==> config.mk <==
export PLATFORM = sky130hd
export DESIGN_NAME = twi_regfile_slave
export DESIGN_NICKNAME = d
export VERILOG_FILES = /design/src/rtl/twi_pkg.sv /design/src/rtl/twi_line_sync.sv /design/src/rtl/twi_proto_fsm.sv /design/src/rtl/twi_reg_bank.sv /design/src/rtl/twi_regfile_slave.sv
export SDC_FILE = /design/constraint.sdc
export NUM_CORES = 1
export LEC_CHECK = 0
export BUFFER_PORTS_ARGS = -buffer_cell sky130_fd_sc_hd__clkbuf_2
export CAP_MARGIN = 40
export CORE_UTILIZATION = 35
export CTS_BUF_LIST = sky130_fd_sc_hd__clkbuf_16
export CTS_CLUSTER_SIZE = 40
export DETAILED_ROUTE_END_ITERATION = 7
export MAX_ROUTING_LAYER = met4
export SYNTH_ARGS = -nofsm -noshare
export SYNTH_HDL_FRONTEND = slang
export SYNTH_HIERARCHICAL = 1
export SYNTH_SLANG_ARGS = --single-unit
==> constraint.sdc <==
create_clock -name clk -period 2.2 [get_ports clk]
set_clock_uncertainty 0.2 [all_clocks]
set_input_delay 0.33 -clock clk [delete_from_list [all_inputs] [get_ports clk]]
set_output_delay 0.33 -clock clk [all_outputs]
set_load 0.01 [all_outputs]
==> src/rtl/twi_pkg.sv <==
package twi_pkg;

  localparam logic [6:0] DEV_ADDR = 7'b0111110;

  typedef enum logic [3:0] {
    ST_IDLE,
    ST_DEV,
    ST_ADEV,
    ST_REG,
    ST_AREG,
    ST_WDAT,
    ST_AWD,
    ST_RDAT,
    ST_RACK,
    ST_SKIP
  } twi_st_e;

  // Device address byte: upper seven bits carry the address, bit 0 the direction.
  function automatic logic dev_match(logic [7:0] b);
    return b[7:1] == DEV_ADDR;
  endfunction

  // Power-up content of register idx.
  function automatic logic [7:0] init_val(int unsigned idx);
    return 8'hA0 ^ 8'(idx);
  endfunction

endpackage

==> src/rtl/twi_line_sync.sv <==
module twi_line_sync #(
  parameter int STAGES = 2
) (
  input  logic clk,
  input  logic rst_n,
  input  logic scl_i,
  input  logic sda_i,
  output logic scl_q,
  output logic sda_q,
  output logic scl_rise,
  output logic scl_fall,
  output logic start_det,
  output logic stop_det
);
  logic [STAGES-1:0] scl_ff;
  logic [STAGES-1:0] sda_ff;
  logic              scl_d;
  logic              sda_d;

  always_ff @(posedge clk or negedge rst_n) begin
    if (!rst_n) begin
      scl_ff <= '1;
      sda_ff <= '1;
      scl_d  <= 1'b1;
      sda_d  <= 1'b1;
    end else begin
      scl_ff <= {scl_ff[STAGES-2:0], scl_i};
      sda_ff <= {sda_ff[STAGES-2:0], sda_i};
      scl_d  <= scl_ff[STAGES-1];
      sda_d  <= sda_ff[STAGES-1];
    end
  end

  assign scl_q     = scl_ff[STAGES-1];
  assign sda_q     = sda_ff[STAGES-1];
  assign scl_rise  = scl_q & ~scl_d;
  assign scl_fall  = ~scl_q & scl_d;
  assign start_det = scl_q & scl_d & sda_d & ~sda_q;
  assign stop_det  = scl_q & scl_d & ~sda_d & sda_q;
endmodule

==> src/rtl/twi_proto_fsm.sv <==
module twi_proto_fsm
  import twi_pkg::*;
#(
  parameter int AW = 5
) (
  input  logic          clk,
  input  logic          rst_n,
  input  logic          sda_q,
  input  logic          scl_rise,
  input  logic          scl_fall,
  input  logic          start_det,
  input  logic          stop_det,
  input  logic [7:0]    rd_data,
  output logic          sda_oe,
  output logic [AW-1:0] ptr,
  output logic          wr_req,
  output logic [7:0]    wr_data,
  output twi_st_e       st
);
  logic [7:0] sh;
  logic [7:0] tx;
  logic [3:0] cnt;
  logic       rw;
  logic       byte_full;
  logic       rx_phase;

  assign byte_full = (cnt == 4'd8);
  assign rx_phase  = (st == ST_DEV) || (st == ST_REG) || (st == ST_WDAT);

  always_ff @(posedge clk or negedge rst_n) begin
    if (!rst_n) begin
      st      <= ST_IDLE;
      sh      <= '0;
      tx      <= '0;
      cnt     <= '0;
      rw      <= 1'b0;
      sda_oe  <= 1'b0;
      ptr     <= '0;
      wr_req  <= 1'b0;
      wr_data <= '0;
    end else begin
      wr_req <= 1'b0;
      if (start_det) begin
        st     <= ST_DEV;
        cnt    <= '0;
        sda_oe <= 1'b0;
      end else if (stop_det) begin
        st     <= ST_IDLE;
        cnt    <= '0;
        sda_oe <= 1'b0;
      end else if (rx_phase) begin
        if (scl_rise && !byte_full) begin
          sh  <= {sh[6:0], sda_q};
          cnt <= cnt + 4'd1;
        end else if (scl_fall && byte_full) begin
          cnt <= '0;
          if (st == ST_DEV) begin
            if (dev_match(sh)) begin
              rw     <= sh[0];
              sda_oe <= 1'b1;
              st     <= ST_ADEV;
            end else begin
              st <= ST_SKIP;
            end
          end else if (st == ST_REG) begin
            ptr    <= sh[AW-1:0];
            sda_oe <= 1'b1;
            st     <= ST_AREG;
          end else begin
            wr_req  <= 1'b1;
            wr_data <= sh;
            sda_oe  <= 1'b1;
            st      <= ST_AWD;
          end
        end
      end else begin
        case (st)
          ST_ADEV: if (scl_fall) begin
            if (rw) begin
              tx     <= rd_data;
              sda_oe <= ~rd_data[7];
              st     <= ST_RDAT;
            end else begin
              sda_oe <= 1'b0;
              st     <= ST_REG;
            end
          end
          ST_AREG: if (scl_fall) begin
            sda_oe <= 1'b0;
            st     <= ST_WDAT;
          end
          ST_AWD: if (scl_fall) begin
            sda_oe <= 1'b0;
            st     <= ST_SKIP;
          end
          ST_RDAT: begin
            if (scl_rise) begin
              cnt <= cnt + 4'd1;
            end else if (scl_fall) begin
              if (byte_full) begin
                sda_oe <= 1'b0;
                cnt    <= '0;
                st     <= ST_RACK;
              end else begin
                tx     <= {tx[6:0], 1'b0};
                sda_oe <= ~tx[6];
              end
            end
          end
          ST_RACK: if (scl_fall) st <= ST_SKIP;
          default: ;
        endcase
      end
    end
  end
endmodule

==> src/rtl/twi_reg_bank.sv <==
module twi_reg_bank
  import twi_pkg::*;
#(
  parameter int              NREG    = 32,
  parameter int              AW      = 5,
  parameter logic [NREG-1:0] WR_MASK = '1
) (
  input  logic              clk,
  input  logic              rst_n,
  input  logic              wr_req,
  input  logic [AW-1:0]     wr_addr,
  input  logic [7:0]        wr_data,
  input  logic [AW-1:0]     rd_addr,
  output logic [7:0]        rd_data,
  output logic [NREG*8-1:0] regs_flat
);
  for (genvar i = 0; i < NREG; i++) begin : g_reg
    if (WR_MASK[i]) begin : g_rw
      logic [7:0] q;
      always_ff @(posedge clk or negedge rst_n) begin
        if (!rst_n)                                q <= init_val(i);
        else if (wr_req && wr_addr == AW'(i))      q <= wr_data;
      end
      assign regs_flat[i*8 +: 8] = q;
    end else begin : g_ro
      assign regs_flat[i*8 +: 8] = init_val(i);
    end
  end

  assign rd_data = regs_flat[{rd_addr, 3'b000} +: 8];
endmodule

==> src/rtl/twi_regfile_slave.sv <==
module twi_regfile_slave
  import twi_pkg::*;
#(
  parameter int              NREG    = 32,
  parameter logic [NREG-1:0] WR_MASK = 32'h7FFF_FFF0
) (
  input  logic              clk,
  input  logic              rst_n,
  input  logic              scl_i,
  input  logic              sda_i,
  output logic              sda_oe,
  output logic [NREG*8-1:0] regs_flat
);
  localparam int AW = $clog2(NREG);

  logic          scl_q;
  logic          sda_q;
  logic          scl_rise;
  logic          scl_fall;
  logic          start_det;
  logic          stop_det;
  logic [AW-1:0] ptr;
  logic          wr_req;
  logic [7:0]    wr_data;
  logic [7:0]    rd_data;
  twi_st_e       st;

  twi_line_sync #(.STAGES(2)) u_sync (
    .clk(clk), .rst_n(rst_n), .scl_i(scl_i), .sda_i(sda_i),
    .scl_q(scl_q), .sda_q(sda_q), .scl_rise(scl_rise), .scl_fall(scl_fall),
    .start_det(start_det), .stop_det(stop_det)
  );

  twi_proto_fsm #(.AW(AW)) u_fsm (
    .clk(clk), .rst_n(rst_n), .sda_q(sda_q), .scl_rise(scl_rise),
    .scl_fall(scl_fall), .start_det(start_det), .stop_det(stop_det),
    .rd_data(rd_data), .sda_oe(sda_oe), .ptr(ptr), .wr_req(wr_req),
    .wr_data(wr_data), .st(st)
  );

  twi_reg_bank #(.NREG(NREG), .AW(AW), .WR_MASK(WR_MASK)) u_bank (
    .clk(clk), .rst_n(rst_n), .wr_req(wr_req), .wr_addr(ptr),
    .wr_data(wr_data), .rd_addr(ptr), .rd_data(rd_data),
    .regs_flat(regs_flat)
  );
endmodule

==> metrics.txt, run 1 <==
outcome finished with violations; failing checks negative setup slack; number of flops mapped to enable cells by yosys 0; Clock Path Buffers 3; num ports between 200 and 300; RR Startpoint u_fsm/ptr[0]$_DFFE_PN0P_; root buffer cell clkbuf_16; Overflow after GRT 0; Initial DRC Count around 550; Synth warnings 6; startpoint types flip-flop; share of post-route cells with drive strength above 1 69.8%; WP data required 2490 ps; Avg Inst Size Synth roughly 14 µm²; Max Slew Vio Count 0; largest area contributor in the netlist dfstp_2; Least-Margin Pin Slew about 560 ps; Synth cell types 64; largest net degree at the start of global routing 61; Leak 7.83 nW; sequential share of the synthesized area 53.0%; Routed WL 40400 µm; Routed Antenna Nets 0; diode count 0; CTS clk-pin slew, worst paths 70 ps; R2R setup slack -130 ps; VDD IR-drop max 610 µV; Final Hold Viols 0; Initial Utilization 35.5%; largest cells by area after synthesis dfstp_2 27%, dfrtp_1 26%, mux2_2 22%; top cell family by delay on the critical path buffers and inverters; WHS 123 ps; die area 0.0369 mm²; pre-CTS setup slack -204 ps; H-tree depth 1; CP max FO 8; Yosys top cell area share 27.3%; number of global-route vias before repair 9006; number of core rows 69; Period minus WS final 2330 ps; crit path cell chain buf_12 -> bufbuf_16 -> buf_4 -> mux4_2 -> o22ai_2 -> nor4_1 -> nand2_1 -> o21ai_1; total CTS buffers 29; DRT Pass-1 Iters 5; final net count around 1200; Vias 8901; class of the worst hold path in2async; hpwl dp 28800 µm; Design Area, Final 0.0167 mm²; final period utilization 106%; Via density 5.24; f_max roughly 0.43 GHz; R2R Path End u_fsm/tx[0]$_DFFE_PN0P_; slew margin rel. 62.7%; max-cap viol count 0; die width 192 µm; critical path's slowest cell dfrtp_4; PortBufs 220; worst path buffer plus inverter count 3; multi-input logic area around 0.0061 mm²; pwr dens 634 mW/mm²; RSZ-0062 raised after global routing yes; Layout Area Growth over Synthesis 32.6%; first-pass GRT wire length 58600 µm; FFs w/ async S/R, synth 100%; Final Setup Violations between 40 and 50; CP arrival between 2000 and 3000 ps; Crit. End Element flip-flop; clk sinks 261; core area 0.0356 mm²; initial antenna violation count 0; register bit total from synthesis between 200 and 300; # DRC 0; setup ws final -129 ps; TritonCTS clock tree done; most common cell in the synthesized netlist mux2_2; gp weighted congestion slightly below 0.9; Layout fillers 3174; Synth Instances between 800 and 900; Die Y about 190 µm; placed inst area 0.0150 mm²; Main synth FF type dfstp_2; DR WL/cell 23.8 µm; Commonest cells post-synth 247 x mux2_2, 131 x dfstp_2, 130 x dfrtp_1; Reg2Reg Depth 8; Register Area around 0.0067 mm²; Total Routing Usage GR 22.2%; Worst-Skew Late Latency 560 ps; biggest cell delay along the critical path 570 ps; mapped cell area 0.0126 mm²; CP Class reg2reg
==> routing by layer <==
metal / global-route usage [%] / share of wire (%)
met5: - / 0
met4: 6.12 / 2.3
met3: 3.42 / 5.8
met2: 35.0 / 48
met1: 29.6 / 44
==> through the flow <==
stage | instances | utilization (%) | power [mW] | setup TNS (ps)
final | 1700 | 47.1 | 10.6 | -2120
after global routing | 1700 | 47.1 | 11.0 | -6390
after CTS | 1696 | 45.8 | 10.7 | -4380
after detailed placement | 1632 | 42.2 | 6.16 | -5350
after global placement | 1632 | 42.2 | 6.13 | -4050
after floorplan | 928 | - | 5.81 | -29.0
==> report_power, final <==
group	leakage, nW	internal [mW]	switching, mW
combinational	4.22	0.429	0.587
clock	0.459	2.50	2.00
sequential	3.15	4.95	0.148
total	7.83	7.88	2.73
==> timing repair <==
action / CTS / global route
pin swaps: 18 / 18
setup buffers: 6 / 5
resized for setup: 66 / 118
hold buffers: 3 / 0
setup endpoints to repair: 85 / 172
cloned: 2 / 0
endpoints found under the hold margin: 158 / 0
==> cell type report <==
cell class / instances / share of cell area (%)
Sequential cell: 261 / 40.0
Multi-Input combinational cell: 566 / 36.4
Timing Repair Buffer: 350 / 14.7
Clock buffer: 29 / 4.33
Tap cell: 461 / 3.44
Clock inverter: 25 / 0.829
Inverter: 8 / 0.179
==> worst max-delay path by stage <==
stage / from / to / slack (ps) / cells after the start
5_1_grt: u_fsm/ptr[1]$_DFFE_PN0P_ / u_fsm/tx[6]$_DFFE_PN0P_ / -230 / 7
3_5_place_dp: u_fsm/ptr[1]$_DFFE_PN0P_ / u_fsm/tx[5]$_DFFE_PN0P_ / -200 / 8
2_1_floorplan: u_fsm/ptr[0]$_DFFE_PN0P_ / u_fsm/tx[6]$_DFFE_PN0P_ / -10 / 8
6_report: u_fsm/ptr[0]$_DFFE_PN0P_ / u_fsm/tx[0]$_DFFE_PN0P_ / -130 / 8
4_1_cts: u_fsm/ptr[0]$_DFFE_PN0P_ / u_fsm/tx[6]$_DFFE_PN0P_ / -130 / 8
3_3_place_gp: u_fsm/ptr[0]$_DFFE_PN0P_ / u_fsm/sda_oe$_DFFE_PN0P_ / -190 / 9
==> placed cells by master, fill, tap and decap left out, drive strengths merged, types with 5 or more instances in the layout <==
master and n:
o22ai 10, buf 127, mux4 44, nand2 31, clkbuf 248, and3 10
nand4 6, o221ai 8, nand2b 19, a21oi 7, conb 40, clkinv 14
nand3 10, dfstp 131, nor2 27, nor4 5, nor2b 9, nor3 8
mux2 247, o21ai 11, dfrtp 130, inv 17, mux2i 16, nand3b 8
a31oi 5
==> cell families (layout without fill, tap and decap cells) <==
family | after synthesis | after routing | synth area share [%]
xor+xnor | 2 | 2 | 0.139
compound gates | 63 | 63 | 3.44
mux | 307 | 307 | 31.1
buf+inv | 101 | 412 | 4.78
fa+ha+maj | 2 | 2 | 0.198
simple gates | 152 | 152 | 7.24
flops | 261 | 261 | 53.0
other cells | 2 | 40 | 0.0595
==> sequential cells by signal (all words and copies together), names as in the netlist, 2 cells and up <==
signal	flops
u_fsm/cnt	4
u_fsm/sh	8
u_fsm/ptr	5
u_bank/g.g_rw.q	216
u_fsm/st	4
u_sync/scl_ff	2
u_sync/sda_ff	2
u_fsm/tx	7
u_fsm/wr_data	8
(Power assumes the default switching activity.)
==> run 2, diff against run 1 <==
==> constraint.sdc (replaced) <==
create_clock -name clk -period 2.5 [get_ports clk]
set_clock_uncertainty 0.2 [all_clocks]
set_input_delay 0.375 -clock clk [delete_from_list [all_inputs] [get_ports clk]]
set_output_delay 0.375 -clock clk [all_outputs]
set_load 0.01 [all_outputs]
==> metrics.txt, run 2 (synthesis results as in run 1) <==
final net count 1183 (-3.2%); clk sinks 261 (unchanged); hold path endpoint u_sync/scl_ff[1]$_DFF_PN1_; Largest regs u_bank/g.g_rw.q: 216 flops, u_fsm/sh: 8 flops, u_fsm/wr_data: 8 flops; Max Slew Vio Count 0 (unchanged); share of post-route cells with drive strength above 1 65.8% (-4.0 points); Leak 7.41 nW (-5.4%); Initial Utilization 35.5% (unchanged); Least-Margin Pin Slew 715 ps (+155 ps); WHS 157 ps (+33.7 ps); most common cell after layout, fill and taps aside mux2_2; R2R Path End u_fsm/sda_oe$_DFFE_PN0P_; gp weighted congestion 0.887 (+2.1%); Final Setup Violations 0 (-100%); class of the worst hold path reg2reg; Reg2Reg Depth 9 (+1); PortBufs 220 (unchanged); Largest register FFs 216 (unchanged); WP data required 2760 ps (+270 ps); hpwl dp 28500 µm (-0.90%); hold wc startpoint u_sync/scl_ff[0]$_DFF_PN1_; H-tree depth 1 (unchanged); RR Startpoint u_fsm/ptr[0]$_DFFE_PN0P_; initial antenna violation count 3 (+3); f_max 0.406 GHz (-5.4%); pwr dens 588 mW/mm² (-7.3%); Period minus WS final 2460 ps (+133 ps); DRT Pass-1 Iters 7 (+2); most frequent cells in the layout 247 x mux2_2, 219 x clkbuf_2, 131 x dfstp_2; Final Hold Viols 0 (unchanged); final period utilization 98.5% (-7.4 points); num ports 261 (unchanged); Design Area, Final 0.0158 mm² (-5.9%); Total Routing Usage GR 21.9% (-0.28 points); root buffer cell clkbuf_16; slew margin rel. 52.3% (-10 points); placed inst area 0.0148 mm² (-1.3%); Initial DRC Count 577 (+5.5%); Reg with most FFs u_bank/g.g_rw.q; Crit. End Element flip-flop; first-pass GRT wire length 57900 µm (-1.1%); TritonCTS clock tree done; number of global-route vias before repair 8789 (-2.4%); R2R setup slack 40 ps (+170 ps); die area 0.0369 mm² (unchanged); CP arrival 2720 ps (+100 ps); total CTS buffers 29 (unchanged); startpoint types flip-flop; Overflow after GRT 0 (unchanged); Routed WL 39100 µm (-3.3%); Clock Path Buffers 3 (unchanged); Routed Antenna Nets 0 (unchanged); CTS clk-pin slew, worst paths 60 ps (about the same); Die Y 192 µm (unchanged); die width 192 µm (unchanged); Vias 8784 (-1.3%); Layout Area Growth over Synthesis 24.8%; hold path cells 0; RSZ-0062 raised after global routing yes; # DRC 0 (unchanged); DR WL/cell 23.5 µm (-1.2%); VDD IR-drop max 482 µV (-21%); outcome finished clean; CP Class reg2reg; number of core rows 69 (unchanged); largest net degree at the start of global routing 81 (+33%); CP max FO 12 (+4); core area 0.0356 mm² (unchanged); max-cap viol count 0 (unchanged); Via density 5.28 (+0.88%); Worst-Skew Late Latency 570 ps (about the same)
==> run 2: worst max-delay path by stage <==
stage	startpoint	end	slack, ps
3_5_place_dp	u_fsm/ptr[0]$_DFFE_PN0P_	u_fsm/sda_oe$_DFFE_PN0P_	40
4_1_cts	u_fsm/ptr[0]$_DFFE_PN0P_	u_fsm/sda_oe$_DFFE_PN0P_	20
3_3_place_gp	u_fsm/ptr[0]$_DFFE_PN0P_	u_fsm/sda_oe$_DFFE_PN0P_	100
5_1_grt	u_fsm/ptr[0]$_DFFE_PN0P_	u_fsm/sda_oe$_DFFE_PN0P_	-40
2_1_floorplan	u_fsm/ptr[1]$_DFFE_PN0P_	u_fsm/sda_oe$_DFFE_PN0P_	120
6_report	u_fsm/ptr[0]$_DFFE_PN0P_	u_fsm/sda_oe$_DFFE_PN0P_	40
==> run 2: what timing repair did <==
action,CTS,global route
gates resized for setup,0,3
hold endpoints to repair,36,0
buffers inserted,0,1
hold buffers,3,0
endpoints found under the setup margin,0,3
==> run 2: per-stage QoR <==
stage / setup TNS [ps] / setup slack (ps) / utilization, % / total power [mW] / instances
floorplan: 0 / 116 / - / 5.11 / 928
global placement: 0 / 103 / 41.6 / 5.36 / 1601
detailed placement: 0 / 37.7 / 41.6 / 5.39 / 1602
CTS: 0 / 17.5 / 44.2 / 9.35 / 1659
global route: -51.6 / -41.3 / 44.3 / 9.65 / 1663
finish: 0 / 38.1 / 44.3 / 9.26 / 1663
==> run 2: routing by layer <==
layer  up-vias  track usage, %  part of all wire [%]
met2       308            33.9                    48
li1       3803               -                     -
met1      4623            29.7                    44
met5         -               -                     0
met4         0            5.03                   2.1
met3        50            4.29                   5.9
==> run 2: power by group <==
group          leakage, nW  internal [mW]  switching, mW
clock network        0.478           2.20           1.73
logic                 3.78          0.336          0.473
registers             3.15           4.36          0.160
total                 7.41           6.90           2.37
==> run 2: area by class of cell <==
cell class	instances	area, µm²
fillers	3287	19800
flip-flops and latches	261	6700
multi-input cells	566	5490
repair buffers	311	2090
clock buffers	29	726
well taps	461	577
clock inverters	25	143
inverters	8	30.0
diodes	2	5.00
==> run 2: worst max-delay path, stage by stage (launching register included) <==
cell	delay [ps]
dfrtp_4	540
buf_12	200
mux4_2	520
o22ai_1	240
nor4_2	80
buf_4	130
inv_1	70
a31oi_1	80
o311a_1	110
nor3_1	180
